<file path="src/rtl/dmams_pkg.sv">
package dmams_pkg;

  typedef enum logic [1:0] {
    RD_NONE,
    RD_STATUS,
    RD_TEMP,
    RD_MASK
  } rdSel_t;

  typedef struct packed {
    logic mclr;
    logic wrSingle;
    logic wrAll;
    logic clrAll;
    logic clrTc;
  } ctlStrb_t;

  localparam logic [2:0] PORT_STATUS  = 3'd0;
  localparam logic [2:0] PORT_SINGLE  = 3'd2;
  localparam logic [2:0] PORT_TEMP    = 3'd5;
  localparam logic [2:0] PORT_CLRMASK = 3'd6;
  localparam logic [2:0] PORT_ALLMASK = 3'd7;

endpackage

</file>
<file path="src/rtl/dmams_ctl.sv">
module dmams_ctl
  import dmams_pkg::*;
(
  input  logic       clk,
  input  logic       rst,
  input  logic [3:0] cpuAddr,
  input  logic       cpuRdN,
  input  logic       cpuWrN,
  output ctlStrb_t   strb,
  output rdSel_t     rdSel
);

  logic wrNPrev;
  logic statRdActive;
  logic wrStart;
  logic portHit;

  assign portHit = cpuAddr[3];
  assign wrStart = wrNPrev && !cpuWrN;

  always_ff @(posedge clk) begin
    if (rst) begin
      wrNPrev      <= 1'b1;
      statRdActive <= 1'b0;
    end else begin
      wrNPrev      <= cpuWrN;
      statRdActive <= !cpuRdN && portHit && (cpuAddr[2:0] == PORT_STATUS);
    end
  end

  always_comb begin
    strb          = '0;
    strb.mclr     = wrStart && portHit && (cpuAddr[2:0] == PORT_TEMP);
    strb.wrSingle = wrStart && portHit && (cpuAddr[2:0] == PORT_SINGLE);
    strb.wrAll    = wrStart && portHit && (cpuAddr[2:0] == PORT_ALLMASK);
    strb.clrAll   = wrStart && portHit && (cpuAddr[2:0] == PORT_CLRMASK);
    strb.clrTc    = statRdActive && cpuRdN;
  end

  always_comb begin
    rdSel = RD_NONE;
    if (!cpuRdN && portHit) begin
      case (cpuAddr[2:0])
        PORT_STATUS:  rdSel = RD_STATUS;
        PORT_TEMP:    rdSel = RD_TEMP;
        PORT_ALLMASK: rdSel = RD_MASK;
        default:      rdSel = RD_NONE;
      endcase
    end
  end

endmodule

</file>
<file path="src/rtl/dmams_dp.sv">
module dmams_dp
  import dmams_pkg::*;
#(
  parameter int NCH = 4,
  parameter int DW  = 8
) (
  input  logic           clk,
  input  logic           rst,
  input  ctlStrb_t       strb,
  input  rdSel_t         rdSel,
  input  logic [DW-1:0]  wrData,
  input  logic [NCH-1:0] chanReq,
  input  logic [NCH-1:0] chanTc,
  input  logic [NCH-1:0] chanEop,
  input  logic [NCH-1:0] chanAutoInit,
  input  logic           tempLoad,
  input  logic [DW-1:0]  tempDin,
  output logic [NCH-1:0] maskOut,
  output logic [DW-1:0]  tempValue,
  output logic [DW-1:0]  rdData
);

  localparam int SELW = (NCH > 1) ? $clog2(NCH) : 1;
  localparam int STW  = 2 * NCH;

  logic [NCH-1:0] maskReg, maskNxt;
  logic [NCH-1:0] tcReg, tcNxt;
  logic [NCH-1:0] reqReg;
  logic [DW-1:0]  tempReg;
  logic [NCH-1:0] endEvt;
  logic [SELW-1:0] selCh;
  logic            selVal;
  logic            unusedWrData;

  assign endEvt       = chanTc | chanEop;
  assign selCh        = wrData[SELW-1:0];
  assign selVal       = wrData[SELW];
  assign unusedWrData = ^wrData;

  for (genvar ch = 0; ch < NCH; ch++) begin : gChan
    always_comb begin
      maskNxt[ch] = maskReg[ch] | (endEvt[ch] & ~chanAutoInit[ch]);
      if (strb.wrAll)                                   maskNxt[ch] = wrData[ch];
      if (strb.clrAll)                                  maskNxt[ch] = 1'b0;
      if (strb.wrSingle && (selCh == SELW'(ch)))        maskNxt[ch] = selVal;
      if (strb.mclr)                                    maskNxt[ch] = 1'b1;
    end

    always_comb begin
      tcNxt[ch] = (tcReg[ch] & ~strb.clrTc) | endEvt[ch];
      if (strb.mclr) tcNxt[ch] = 1'b0;
    end
  end

  always_ff @(posedge clk) begin
    if (rst) begin
      maskReg <= '1;
      tcReg   <= '0;
      reqReg  <= '0;
      tempReg <= '0;
    end else begin
      maskReg <= maskNxt;
      tcReg   <= tcNxt;
      reqReg  <= strb.mclr ? '0 : chanReq;
      if (strb.mclr)      tempReg <= '0;
      else if (tempLoad)  tempReg <= tempDin;
    end
  end

  always_comb begin
    rdData = '0;
    case (rdSel)
      RD_STATUS: rdData[STW-1:0] = {reqReg, tcReg};
      RD_TEMP:   rdData = tempReg;
      RD_MASK: begin
        rdData = '1;
        rdData[NCH-1:0] = maskReg;
      end
      default:   rdData = '0;
    endcase
  end

  assign maskOut   = maskReg;
  assign tempValue = tempReg;

endmodule

</file>
<file path="src/rtl/dma_mask_status.sv">
module dma_mask_status
  import dmams_pkg::*;
#(
  parameter int NCH = 4,
  parameter int DW  = 8
) (
  input  logic           clk,
  input  logic           rst,
  input  logic [3:0]     cpuAddr,
  input  logic           cpuRdN,
  input  logic           cpuWrN,
  input  logic [DW-1:0]  cpuDin,
  output logic [DW-1:0]  cpuDout,
  input  logic [NCH-1:0] chanReq,
  input  logic [NCH-1:0] chanTc,
  input  logic [NCH-1:0] chanEop,
  input  logic [NCH-1:0] chanAutoInit,
  input  logic           tempLoad,
  input  logic [DW-1:0]  tempDin,
  output logic [NCH-1:0] maskOut,
  output logic [DW-1:0]  tempValue
);

  ctlStrb_t strb;
  rdSel_t   rdSel;

  dmams_ctl uCtl (
    .clk     (clk),
    .rst     (rst),
    .cpuAddr (cpuAddr),
    .cpuRdN  (cpuRdN),
    .cpuWrN  (cpuWrN),
    .strb    (strb),
    .rdSel   (rdSel)
  );

  dmams_dp #(.NCH(NCH), .DW(DW)) uDp (
    .clk          (clk),
    .rst          (rst),
    .strb         (strb),
    .rdSel        (rdSel),
    .wrData       (cpuDin),
    .chanReq      (chanReq),
    .chanTc       (chanTc),
    .chanEop      (chanEop),
    .chanAutoInit (chanAutoInit),
    .tempLoad     (tempLoad),
    .tempDin      (tempDin),
    .maskOut      (maskOut),
    .tempValue    (tempValue),
    .rdData       (cpuDout)
  );

endmodule

</file>
<file path="config.mk">
export PLATFORM = sky130hd
export DESIGN_NAME = dma_mask_status
export DESIGN_NICKNAME = d
export VERILOG_FILES = /design/src/rtl/dmams_pkg.sv /design/src/rtl/dmams_ctl.sv /design/src/rtl/dmams_dp.sv /design/src/rtl/dma_mask_status.sv
export SDC_FILE = /design/constraint.sdc
export NUM_CORES = 1
export LEC_CHECK = 0
export ABC_AREA = 1
export BUFFER_PORTS_ARGS = -buffer_cell sky130_fd_sc_hd__buf_2
export CAP_MARGIN = 10
export CORE_MARGIN = 8
export CORE_UTILIZATION = 40
export CTS_CLUSTER_SIZE = 25
export DETAILED_ROUTE_END_ITERATION = 8
export PLACE_DENSITY = 0.73
export RECOVER_POWER = 25
export SYNTH_ARGS = -nofsm -noshare
export SYNTH_HDL_FRONTEND = slang
export SYNTH_HIERARCHICAL = 1
export SYNTH_SLANG_ARGS = --single-unit
</file>
<file path="constraint.sdc">
create_clock -name clk -period 1.65 [get_ports clk]
set_clock_uncertainty 0.15 [all_clocks]
set_input_delay 0.0825 -clock clk [delete_from_list [all_inputs] [get_ports clk]]
set_output_delay 0.0825 -clock clk [all_outputs]
set_load 0.005 [all_outputs]
</file>
== Word-level counts from Yosys, hierarchy flattened ==
Cells that the tools add are included.
W data, S select, Z words.

* Muxes and demuxes: 15
* Eq/ne operators: 10
* Bitwise logic cells: 22
* Reduce and logical (&&, ||, !) cells: 18

{| class="wikitable"
|+ Operator list
! operator !! count
|-
| $pmux W8 S3 || 1
|-
| $logic_and A1 B1 Y1 || 13
|-
| $mux W1 || 12
|-
| $eq A3 B3 Y1 const B || 3
|-
| $and A1 B1 Y1 || 8
|-
| $eq A2 B2 Y1 const B || 4
|-
| $or A1 B1 Y1 || 8
|-
| $pmux W2 S3 || 1
|-
| $not A1 Y1 || 5
|-
| $eq A2 B1 Y1 const B || 2
|-
| $or A4 B4 Y4 || 1
|-
| $eq A3 B2 Y1 const B || 1
|-
| $logic_not A3 Y1 || 1
|-
| $logic_not A1 Y1 || 2
|-
| $logic_not A2 Y1 || 1
|-
| $mux W2 || 1
|-
| $reduce_or A2 Y1 || 1
|}

* Bits of input ports: 41
* Output and inout port bits: 20
* Flip-flop bits (word level): 22
* Word-level logic and storage cells: 71

== Longest topological paths before layout ==
* Depth after elaboration: 7
* Gate-level depth with buffers: 9
* Depth with buffers taken out: 9

== Cells and area by module ==
Netlist, hierarchy kept.

{| class="wikitable"
|+ By module, submodules not included
! module !! cells each !! sequential area each (um^2) !! area each (um^2) !! instances
|-
| dmams_dp || 157 || 400.4 || 1003.5 || 1
|-
| dmams_ctl || 25 || 40.0 || 140.1 || 1
|}

== Worst setup path after synthesis ==
No wires, ideal clock.

* Kind: reg2reg
* Start point: register uCtl.wrNPrev
* End point: register uDp.tcReg[1]
* Slack: 0.340 ns
* Library setup time: 0.117 ns
* Clock period less this slack: 1.310 ns
* Cell stages (with the launch flop): 7
* Path buffers: 1
* Data arrival time: 1.042 ns
* Data required time: 1.383 ns
* Path through: dfxtp_1 -> nand3_2 -> nor3_1 -> nor2_4 -> inv_2 -> buf_6 -> a21oi_2

{| class="wikitable"
|+ RTL lines
! item !! line !! source
|-
| from (decl) || dmams_ctl.sv:13 || <nowiki>logic wrNPrev;</nowiki>
|-
| from (signal assigned) || dmams_ctl.sv:26 || <nowiki>wrNPrev <= cpuWrN;</nowiki>
|-
| to (signal assigned) || dmams_dp.sv:63 || <nowiki>tcReg <= tcNxt;</nowiki>
|-
| to (decl) || dmams_dp.sv:27 || <nowiki>logic [NCH-1:0] tcReg, tcNxt;</nowiki>
|}

==> metrics.cfg <==
[sta]
max_freq_ghz = 0.656
hold_viol = 1
drv_slew = 0
whs_ns = -0.00158
final.setup.tns_ns = 0
rsz0062_at_grt = false
period_needed_ns = 1.53
setup_viol = 0
tightest_slew_ns = 0.253
maxSlewHeadroom_pct = 83.0
fin_crit_sh_pct = 92.4

[cells_and_area]
final_common_cell = nand2_1
nFillCells = 222
drive_gt1_share_pct = 25.0
num-nets-final = 326
final_core_util_pct = 71.6
final_cell_mix = nand2_1, buf_2, dlygate4sd3_1
diodes = 0
syn2layout_area_growth_pct = 71.1

[logic_synthesis]
yosysSeqAreaShare_pct = 38.5
synth_cell_type_count = 16
yosysWarnings = 6
syn-num-nets = 223
syn_inst = 182
syn_area_sq_mm = 0.00114
syn_avg_cell_area_sq_um = 6.28
synth_seq_cells = 22

[clock_tree]
cts_buffers = 3
cts.sinks = 22
clkTransAtPathRegs_ns = 0.12
clockBufferDepth = 2
worst_skew_pair.late_latency_ns = 0.31
cts_tree = done
htreeDepth = 1
clk_root_buffer_cell = clkbuf_4

[floorplanning]
die_area_sq_mm = 0.00483
ios = 61
core_area_sq_mm = 0.00273
dieWidth_um = 69.5
rows = 19
start_util_pct = 41.8
die_y_um = 69.5

[routing]
first_pass_iters = 5
drt_iter0_markers = 76
viasPerCell = 4.65
postRouteAntennaNets = 0
drt_wl_total_mm = 3.80
vias = 1466
wl_per_cell_um = 12.1
drc = 0

[min_path]
hold_path.class = in2reg

[global_routing]
top_usage_layer = met2
met1_usage_pct = 16.0
grt_max_degree = 15
track_usage_pct = 15.5
globalRouteOverflowTotal = 0
grtUsageMet3_pct = 4.15
grtUsageMet2_pct = 27.9
antenna_found_initial = 0
grt_pass1_vias = 1503
grt_pass1_wl_mm = 6.35

[placed_design]
numPortBuffers = 56
hpwl_mm = 2.50
gp_congestion = 0.803

[critical_path]
cp-end-kind = flop
start_kind = primary input
crit_chain = dlygate4sd3_1 -> buf_2 -> inv_1 -> nand3_2 -> nor3_2 -> nor2_4 -> inv_2 -> buf_12 -> a21oi_1
crit_required_ns = 1.71
cp_data_arrival_time_ns = 1.59
critPathMaxStageDelay_ns = 0.55
crit_path_top_delay_cell = dlygate4sd3_1
crit_type = in2reg
crit_fanout = 14

[flow_run]
maxCapViolations = 0

[pwr]
p_per_area_mw_per_mm2 = 637
irDropWorstVdd_v = 0.000486
p_leak_nw = 0.982

[run_status]
status = finished, violations left
violations = negative hold slack

final cells by class:
type | count | area [sq um] | share of cell area, %
clock buffer | 3 | 22.5 | 1.15
timing repair buffer | 102 | 734 | 37.5
clock inverter | 1 | 30.0 | 1.53
sequential | 22 | 440 | 22.5
inverter | 24 | 90.1 | 4.60
tap | 31 | 38.8 | 1.98
multi-input combinational | 132 | 601 | 30.7
cell usage after synthesis, drive strengths merged:
library cell / instances / area, sq um
dfxtp: 22 / 440
o21ai: 4 / 20.0
nor2: 32 / 140
a21oi: 18 / 113
nand2: 67 / 251
nor3: 3 / 15.0
nand3: 8 / 45.0
inv: 24 / 90.1
buf: 4 / 28.8
path summary, 6_finish.rpt:
check / from / cells after the start / to / slack [ns]
min: chanEop[1] / 5 / uDp/maskOut[1] / -0.002
min reg2reg: uDp/tcReg[2] / 2 / uDp/tcReg[2] / 0.33
max: cpuWrN / 9 / uDp/tcReg[0] / 0.12
max reg2reg: uCtl/wrNPrev / 6 / uDp/tcReg[0] / 0.28
repair_timing:
action	in CTS	in global routing
endpoints found under the setup margin	0	8
setup buffers	0	0
hold buffers	43	0
hold endpoints to repair	22	0
gates resized for setup	0	3
power breakdown:
group / internal, mW / switching [mW] / total [mW]
logic: 0.143 / 0.114 / 0.257
registers: 0.559 / 0.0157 / 0.575
clock network: 0.246 / 0.170 / 0.415
total: 0.948 / 0.299 / 1.25
kinds of logic after synthesis:
logic type	after synthesis	synth area share (%)
compound gates	22	11.6
buf+inv	28	10.4
flops	22	38.5
simple gates	110	39.5
flip-flops by register name, indices dropped and copies added, names as in the netlist:
register / count
uDp/tempValue: 8
uDp/maskOut: 4
uDp/reqReg: 4
uDp/tcReg: 4
uCtl/statRdActive: 1
uCtl/wrNPrev: 1
through the flow:
stage | instances | power [mW] | hold WS (ns) | cell area (sq um) | setup WS (ns)
2_1_floorplan | 182 | 0.672 | 0.0367 | 1140 | 0.340
3_3_place_gp | 268 | 0.755 | 0.130 | 1470 | 0.207
3_5_place_dp | 268 | 0.758 | 0.136 | 1470 | 0.190
4_1_cts | 315 | 1.25 | 0.00833 | 1950 | 0.0519
5_1_grt | 315 | 1.31 | 0.0464 | 1960 | 0.0249
6_report | 315 | 1.25 | -0.00158 | 1960 | 0.125
per-layer routing:
layer	routed length [um]	part of all wire, %	up-vias
met4	125	3.3	0
met1	1520	40	630
met2	1900	50	60
met5	0	0	-
met3	265	7.0	14
li1	-	-	762
critical path: cells and delay by family:
family          cells  cell delay, ns
compound gates      1            0.06
buf+inv             5            1.02
simple gates        3            0.42
Power figures use the tool's default switching activity.
